### src/rtl/excl_resv_pkg.sv
package excl_resv_pkg;

  typedef enum logic [1:0] {
    TA_HOLD  = 2'd0,
    TA_SET   = 2'd1,
    TA_CLEAR = 2'd2
  } tag_act_e;

  // Priority of per-port events on a tag: exception, then load, then the clearing requests.
  function automatic tag_act_e local_action(input logic exc, input logic ldx,
                                            input logic stx, input logic clrx);
    if (exc)              return TA_CLEAR;
    else if (ldx)         return TA_SET;
    else if (stx || clrx) return TA_CLEAR;
    else                  return TA_HOLD;
  endfunction

  function automatic logic apply_action(input tag_act_e act, input logic cur);
    case (act)
      TA_SET:   return 1'b1;
      TA_CLEAR: return 1'b0;
      default:  return cur;
    endcase
  endfunction

endpackage

### src/rtl/excl_local_tag.sv
module excl_local_tag
  import excl_resv_pkg::*;
(
  input  logic clk,
  input  logic rst_n,
  input  logic ldx_i,
  input  logic stx_i,
  input  logic clrx_i,
  input  logic exc_i,
  output logic tag_o
);

  tag_act_e act;
  logic     tag_q;

  always_comb act = local_action(exc_i, ldx_i, stx_i, clrx_i);

  always_ff @(posedge clk or negedge rst_n) begin
    if (!rst_n) tag_q <= 1'b0;
    else        tag_q <= apply_action(act, tag_q);
  end

  assign tag_o = tag_q;

  AST_LD_SETS_TAG: assert property (@(posedge clk) disable iff (!rst_n)
    (ldx_i && !exc_i) |=> tag_o);
  AST_STX_DROPS_TAG: assert property (@(posedge clk) disable iff (!rst_n)
    (stx_i && !ldx_i) |=> !tag_o);
  AST_EXC_DROPS_TAG: assert property (@(posedge clk) disable iff (!rst_n)
    exc_i |=> !tag_o);
  AST_CLR_DROPS_TAG: assert property (@(posedge clk) disable iff (!rst_n)
    (clrx_i && !ldx_i) |=> !tag_o);

endmodule

### src/rtl/excl_global_entry.sv
module excl_global_entry #(
  parameter int GW = 30
) (
  input  logic          clk,
  input  logic          rst_n,
  input  logic          ldx_i,
  input  logic [GW-1:0] ldx_gran_i,
  input  logic          stx_i,
  input  logic          exc_i,
  input  logic          kill_held_i,
  input  logic          kill_new_i,
  output logic          valid_o,
  output logic [GW-1:0] gran_o
);

  logic          valid_q, valid_d;
  logic [GW-1:0] gran_q, gran_d;

  always_comb begin
    valid_d = valid_q;
    gran_d  = gran_q;
    if (exc_i) begin
      valid_d = 1'b0;
    end else if (ldx_i) begin
      valid_d = !kill_new_i;
      gran_d  = ldx_gran_i;
    end else if (stx_i || kill_held_i) begin
      valid_d = 1'b0;
    end
  end

  always_ff @(posedge clk or negedge rst_n) begin
    if (!rst_n) begin
      valid_q <= 1'b0;
      gran_q  <= '0;
    end else begin
      valid_q <= valid_d;
      gran_q  <= gran_d;
    end
  end

  assign valid_o = valid_q;
  assign gran_o  = gran_q;

  AST_EXC_DROPS_RESV: assert property (@(posedge clk) disable iff (!rst_n)
    exc_i |=> !valid_o);
  AST_STX_DROPS_RESV: assert property (@(posedge clk) disable iff (!rst_n)
    (stx_i && !ldx_i) |=> !valid_o);
  AST_SNOOP_DROPS_RESV: assert property (@(posedge clk) disable iff (!rst_n)
    (kill_held_i && !ldx_i) |=> !valid_o);
  AST_SNOOP_BEATS_LOAD: assert property (@(posedge clk) disable iff (!rst_n)
    (ldx_i && kill_new_i) |=> !valid_o);
  AST_LOAD_RECORDS: assert property (@(posedge clk) disable iff (!rst_n)
    (ldx_i && !exc_i && !kill_new_i) |=> (valid_o && gran_o == $past(ldx_gran_i)));

endmodule

### src/rtl/excl_commit_arb.sv
module excl_commit_arb #(
  parameter int NP = 2,
  parameter int GW = 30
) (
  input  logic          clk,
  input  logic          rst_n,
  input  logic [NP-1:0] stx_vld_i,
  input  logic [GW-1:0] stx_gran_i [NP],
  input  logic [NP-1:0] st_vld_i,
  input  logic [GW-1:0] st_gran_i [NP],
  input  logic [NP-1:0] ldx_vld_i,
  input  logic [GW-1:0] ldx_gran_i [NP],
  input  logic [NP-1:0] exc_i,
  input  logic [NP-1:0] tag_i,
  input  logic [NP-1:0] gvalid_i,
  input  logic [GW-1:0] ggran_i [NP],
  output logic [NP-1:0] win_o,
  output logic [NP-1:0] we_o,
  output logic [NP-1:0] kill_held_o,
  output logic [NP-1:0] kill_new_o
);

  logic [NP-1:0] cand;
  logic [NP-1:0] blocked;
  logic [GW-1:0] wr_gran [NP];

  function automatic logic hit(input logic en, input logic [GW-1:0] a,
                               input logic [GW-1:0] b);
    return en && (a == b);
  endfunction

  // Store-exclusives that pass their own port's checks
  always_comb begin
    for (int i = 0; i < NP; i++)
      cand[i] = stx_vld_i[i] && !exc_i[i] && tag_i[i] &&
                hit(gvalid_i[i], ggran_i[i], stx_gran_i[i]);
  end

  // Same-cycle conflicts: lower-index candidate or another port's plain store
  always_comb begin
    for (int i = 0; i < NP; i++) begin
      blocked[i] = 1'b0;
      for (int j = 0; j < NP; j++) begin
        if (j < i && hit(cand[j], stx_gran_i[j], stx_gran_i[i])) blocked[i] = 1'b1;
        if (j != i && hit(st_vld_i[j], st_gran_i[j], stx_gran_i[i])) blocked[i] = 1'b1;
      end
    end
  end

  always_comb begin
    for (int i = 0; i < NP; i++) begin
      win_o[i]   = cand[i] && !blocked[i];
      we_o[i]    = st_vld_i[i] || win_o[i];
      wr_gran[i] = win_o[i] ? stx_gran_i[i] : st_gran_i[i];
    end
  end

  // Snoop of other ports' writes against held and incoming reservations
  always_comb begin
    for (int i = 0; i < NP; i++) begin
      kill_held_o[i] = 1'b0;
      kill_new_o[i]  = 1'b0;
      for (int j = 0; j < NP; j++) begin
        if (j != i && hit(we_o[j], wr_gran[j], ggran_i[i]))    kill_held_o[i] = 1'b1;
        if (j != i && hit(we_o[j], wr_gran[j], ldx_gran_i[i]) && ldx_vld_i[i])
          kill_new_o[i] = 1'b1;
      end
    end
  end

  for (genvar a = 0; a < NP; a++) begin : g_pair_a
    for (genvar b = 0; b < NP; b++) begin : g_pair_b
      if (a < b) begin : g_lt
        AST_ONE_WINNER: assert property (@(posedge clk) disable iff (!rst_n)
          (stx_vld_i[a] && stx_vld_i[b] && stx_gran_i[a] == stx_gran_i[b])
            |-> !(win_o[a] && win_o[b]));
      end
      if (a != b) begin : g_ne
        AST_STORE_BLOCKS_SC: assert property (@(posedge clk) disable iff (!rst_n)
          (st_vld_i[b] && stx_vld_i[a] && st_gran_i[b] == stx_gran_i[a])
            |-> !win_o[a]);
      end
    end
  end

endmodule

### src/rtl/excl_resv_monitor.sv
module excl_resv_monitor #(
  parameter int NP       = 2,
  parameter int AW       = 32,
  parameter int GRAN_LSB = 2
) (
  input  logic             clk,
  input  logic             rst_n,
  input  logic [NP-1:0]    ldx_vld_i,
  input  logic [NP*AW-1:0] ldx_addr_i,
  input  logic [NP-1:0]    stx_vld_i,
  input  logic [NP*AW-1:0] stx_addr_i,
  input  logic [NP-1:0]    clrx_i,
  input  logic [NP-1:0]    exc_i,
  input  logic [NP-1:0]    st_vld_i,
  input  logic [NP*AW-1:0] st_addr_i,
  output logic [NP-1:0]    stx_fail_o,
  output logic [NP-1:0]    mem_we_o
);

  localparam int GW  = AW - GRAN_LSB;
  localparam int LOW = NP * 3 * GRAN_LSB;

  logic [GW-1:0]  ldx_gran [NP];
  logic [GW-1:0]  stx_gran [NP];
  logic [GW-1:0]  st_gran  [NP];
  logic [GW-1:0]  ggran_q  [NP];
  logic [NP-1:0]  tag_q, gvalid_q, win, kill_held, kill_new;
  logic [LOW-1:0] low_bits;
  logic           unused_low;

  for (genvar p = 0; p < NP; p++) begin : g_port
    assign ldx_gran[p] = ldx_addr_i[p*AW+GRAN_LSB +: GW];
    assign stx_gran[p] = stx_addr_i[p*AW+GRAN_LSB +: GW];
    assign st_gran[p]  = st_addr_i[p*AW+GRAN_LSB +: GW];
    assign low_bits[p*3*GRAN_LSB +: 3*GRAN_LSB] =
      {ldx_addr_i[p*AW +: GRAN_LSB], stx_addr_i[p*AW +: GRAN_LSB], st_addr_i[p*AW +: GRAN_LSB]};

    excl_local_tag u_tag (
      .clk    (clk),
      .rst_n  (rst_n),
      .ldx_i  (ldx_vld_i[p]),
      .stx_i  (stx_vld_i[p]),
      .clrx_i (clrx_i[p]),
      .exc_i  (exc_i[p]),
      .tag_o  (tag_q[p])
    );

    excl_global_entry #(.GW(GW)) u_entry (
      .clk         (clk),
      .rst_n       (rst_n),
      .ldx_i       (ldx_vld_i[p]),
      .ldx_gran_i  (ldx_gran[p]),
      .stx_i       (stx_vld_i[p]),
      .exc_i       (exc_i[p]),
      .kill_held_i (kill_held[p]),
      .kill_new_i  (kill_new[p]),
      .valid_o     (gvalid_q[p]),
      .gran_o      (ggran_q[p])
    );

    AST_CLR_KEEPS_GLOBAL: assert property (@(posedge clk) disable iff (!rst_n)
      (clrx_i[p] && !ldx_vld_i[p] && !stx_vld_i[p] && !exc_i[p] && !kill_held[p])
        |=> ($stable(gvalid_q[p]) && $stable(ggran_q[p])));
    AST_COMMIT_NEEDS_RESV: assert property (@(posedge clk) disable iff (!rst_n)
      (stx_vld_i[p] && !stx_fail_o[p])
        |-> (tag_q[p] && gvalid_q[p] && ggran_q[p] == stx_gran[p]));
    AST_FAIL_NO_WRITE: assert property (@(posedge clk) disable iff (!rst_n)
      (stx_vld_i[p] && stx_fail_o[p] && !st_vld_i[p]) |-> !mem_we_o[p]);
    AST_PLAIN_STORE_WRITES: assert property (@(posedge clk) disable iff (!rst_n)
      st_vld_i[p] |-> mem_we_o[p]);
  end

  assign unused_low = ^low_bits;

  excl_commit_arb #(.NP(NP), .GW(GW)) u_arb (
    .clk         (clk),
    .rst_n       (rst_n),
    .stx_vld_i   (stx_vld_i),
    .stx_gran_i  (stx_gran),
    .st_vld_i    (st_vld_i),
    .st_gran_i   (st_gran),
    .ldx_vld_i   (ldx_vld_i),
    .ldx_gran_i  (ldx_gran),
    .exc_i       (exc_i),
    .tag_i       (tag_q),
    .gvalid_i    (gvalid_q),
    .ggran_i     (ggran_q),
    .win_o       (win),
    .we_o        (mem_we_o),
    .kill_held_o (kill_held),
    .kill_new_o  (kill_new)
  );

  assign stx_fail_o = stx_vld_i & ~win;

endmodule

### config.mk
export PLATFORM = sky130hd
export DESIGN_NAME = excl_resv_monitor
export DESIGN_NICKNAME = d
export VERILOG_FILES = /design/src/rtl/excl_resv_pkg.sv /design/src/rtl/excl_local_tag.sv /design/src/rtl/excl_global_entry.sv /design/src/rtl/excl_commit_arb.sv /design/src/rtl/excl_resv_monitor.sv
export SDC_FILE = /design/constraint.sdc
export NUM_CORES = 1
export LEC_CHECK = 0
export CAP_MARGIN = 10
export CORE_MARGIN = 2
export CORE_UTILIZATION = 46
export CTS_BUF_LIST = sky130_fd_sc_hd__clkbuf_4 sky130_fd_sc_hd__clkbuf_8
export DETAILED_ROUTE_END_ITERATION = 10
export PLACE_DENSITY = 0.8
export SETUP_SLACK_MARGIN = 0.2
export SYNTH_ARGS = -nofsm -noshare
export SYNTH_HDL_FRONTEND = slang
export SYNTH_SLANG_ARGS = --single-unit
### constraint.sdc
create_clock -name clk -period 3.1 [get_ports clk]
set_input_delay 0.62 -clock clk [delete_from_list [all_inputs] [get_ports clk]]
set_output_delay 0.62 -clock clk [all_outputs]
set_load 0.01 [all_outputs]
==> results.tsv <==
stage	metric	value	unit
clock_tree	insertion_delay	0.38	ns
clock_tree	cts-root-buf	clkbuf_8	
critical_path	crit_type	reg -> reg	
logic_synthesis	synth.most_common_cell	xor2_1	
clock_tree	clkTransAtPathRegs	0.08	ns
route	viasPerCell	6.21	
timing	hold_violations	0	
grt	grt_antenna_before_repair	1	
clock_tree	hold_buffers	0	
power	p_leak	5.88	nW
timing	setup_viol	6	
grt	grt_overflow	0	
finish	antenna_cells	0	
power	peakVddDrop	0.232	mV
clock_tree	htreeDepth	3	
placement	hpwl	33600	um
finish	final_cell_area	12900	sq um
timing	fin_ws	-0.699	ns
timing	rsz0062_at_grt	true	
grt	grt_pass1_vias	9839	
critical_path	r2r-end	g_port[1].u_entry.valid_o$_DFFE_PN0P_	
route	initialDrtViolationCount	1782	
die	ios	208	
logic_synthesis	synth.ff_latch_count	64	
placement	gp_congestion	1.09	
timing	period_minus_slack	3.80	ns
finish	layout.nets	1616	
clock_tree	cts_buffers	9	
timing	slew_violations	0	
logic_synthesis	yosys_warnings	0	
route	firstDrtPassIters	8	
die	placementRows	47	
critical_path	worstPathRequired	3.35	ns
grt	grt_pass1_wl	60600	um
outcome	outcome	finished with violations	
logic_synthesis	async_flop_share	100	%
hold_path	holdCritPathClass	in -> async	
finish	nFillCells	1112	
logic_synthesis	synth_edf_count	0	
grt	grt.total_usage	46.6	%
grt	grt_max_degree	35	
critical_path	rrSetupSlack	-0.70	ns
timing	worst_pin_slew	0.892	ns
die	core	16400	sq um
critical_path	rr_worst_depth	16	
route	drc	0	
power	power	3.89	mW
logic_synthesis	netlist_instances	956	
logic_synthesis	ys_top_cells_by_count	xor2_1 (140), xnor2_1 (109), nand2_1 (88), inv_1 (69), dfrtp_1 (64)	
critical_path	path_max_fanout	6	
route	routed_wl	43800	um
logic_synthesis	postSynthAreaPerCell	8.00	sq um
critical_path	start_kind	register	
logic_synthesis	synth.area.top_cells	dfrtp_1 (21%), xor2_1 (16%), xnor2_1 (12%)	
logic_synthesis	yosys.area.top_type	dfrtp_1	
timing	finClkSkew	0.00835	ns
route	drtAntennaViolNets	0	
route	wl_per_cell	26.8	um
logic_synthesis	synth.top_cell.area_share	20.9	%
critical_path	cp-end-kind	register	
clock_tree	cts_tree	built	
logic_synthesis	syn_area	7650	sq um
placement	post_dp_cell_area	11800	sq um
finish	area_delta_synth_final	68.8	%
logic_synthesis	ys_types	66	
timing	maxSlewHeadroom	40.5	%
logic_synthesis	synth_flop_cell	dfrtp_1	
critical_path	arrival	4.05	ns
timing	hold_slack	0.348	ns
critical_path	r2r_start	g_port[0].u_entry.gran_o[23]$_DFFE_PN0P_	
clock_tree	clk_path_buf_depth	2	
timing	fin_crit_sh	123	%
die	start_util	46.6	%
die	die-height	133	um
job	cap_violations	0	
route	vias	10200	
logic_synthesis	syn_nets	1162	
placement	port_buffers	195	
clock_tree	cts_sinks	64	
finish	drive_gt1_share	34.6	%
outcome	failed_checks	setup timing	
power	powerDensity	301	nW/um^2
logic_synthesis	seq_area_frac_synth	20.9	%
timing	clock.fmax	263	MHz
die	die_area	17700	sq um
die	die_w	133	um
[cell families (layout without fill, tap and decap cells)]
family | after synthesis | in the layout | share of synthesized area [%]
AOI/OAI and AO/OA | 165 | 165 | 14.7
xor gates and xnor gates | 249 | 249 | 28.5
adders and majority gates | 2 | 2 | 0.327
buffers and inverters | 148 | 607 | 7.79
DFF | 64 | 64 | 20.9
muxes | 68 | 68 | 9.36
and+or+nand+nor | 260 | 260 | 18.4
[cell usage in the layout (no fill, tap or decap), types with 22 or more instances in the layout]
master	count
nor2_1	25
o21ai_0	43
buf_4	278
dfrtp_1	64
inv_1	69
nand2_1	87
nand4_1	32
buf_6	43
clkbuf_2	23
mux2i_1	37
dlygate4sd2_1	44
clkdlybuf4s50_1	98
xnor2_2	25
xor2_1	134
o22ai_1	22
xnor2_1	83
a21oi_1	22
mux2_2	24
[where the power goes]
| group | switching, mW | internal [mW] |
|---|---|---|
| Clock | 0.381 | 0.431 |
| Sequential | 0.121 | 0.946 |
| Combinational | 1.06 | 0.947 |
[critical path: stages (launching register included)]
cell and delay (ns):
dfrtp_1 0.43, xor2_2 0.22, nor4_4 0.48, nand4_4 0.17
buf_6 0.18, buf_6 0.12, a211oi_4 0.23, buf_12 0.19
buf_6 0.11, buf_6 0.10, buf_4 0.13, mux2i_1 0.28
o21ai_0 0.14, a211oi_2 0.31, nand4_1 0.19, nor4_4 0.24
o22ai_1 0.14
[layer usage]
layer / part of all wire, % / GRT usage [%]
met1: 37 / 62.4
met4: 7.3 / 22.3
met3: 15 / 14.4
met2: 41 / 68.1
met5: 0.096 / 0
[sequential cells by signal, indices dropped and copies added, names as in the netlist]
| signal | cells |
|---|---|
| g_port.u_entry.gran_o | 60 |
| g_port.u_tag.tag_o | 2 |
| g_port.u_entry.valid_o | 2 |
[how the worst max path moves through the flow]
stage                                                        start                               endpoint  slack [ns]  cells after the start
final                     g_port[0].u_entry.gran_o[23]$_DFFE_PN0P_  g_port[1].u_entry.valid_o$_DFFE_PN0P_       -0.70                     16
after floorplan                                     stx_addr_i[48]  g_port[0].u_entry.valid_o$_DFFE_PN0P_       -0.11                     12
after detailed placement                             stx_addr_i[8]  g_port[1].u_entry.valid_o$_DFFE_PN0P_       -1.63                     13
after CTS                 g_port[0].u_entry.gran_o[12]$_DFFE_PN0P_  g_port[1].u_entry.valid_o$_DFFE_PN0P_       -0.47                     15
after global placement                               stx_addr_i[8]  g_port[1].u_entry.valid_o$_DFFE_PN0P_       -1.58                     13
after global routing                                 stx_addr_i[5]  g_port[1].u_entry.valid_o$_DFFE_PN0P_       -0.78                     17
[repair_timing]
item	CTS	global route
setup endpoints to repair	6	6
resized for setup	200	110
buffers inserted	27	14
cloned	1	1
pin swaps	42	31
[layout make-up]
cell class / instances / area, sq um / area share, %
well taps: 220 / 275 / 2.13
clock buffers: 13 / 166 / 1.29
clock inverters: 3 / 40.0 / 0.310
inverters: 69 / 259 / 2.01
repair buffers: 522 / 4500 / 34.8
flip-flops and latches: 64 / 1600 / 12.4
multi-input cells: 744 / 6070 / 47.0
[per-stage QoR]
stage | worst slack, ns | instances | utilization (%) | setup TNS (ns)
2_1_floorplan | -0.108 | 956 | - | -0.193
3_3_place_gp | -1.58 | 1576 | 72.0 | -6.77
3_5_place_dp | -1.63 | 1576 | 72.0 | -6.94
4_1_cts | -0.468 | 1620 | 76.5 | -1.76
5_1_grt | -0.783 | 1635 | 78.7 | -3.39
6_report | -0.699 | 1635 | 78.7 | -2.81
No activity file was read; power rests on OpenSTA's default activity.
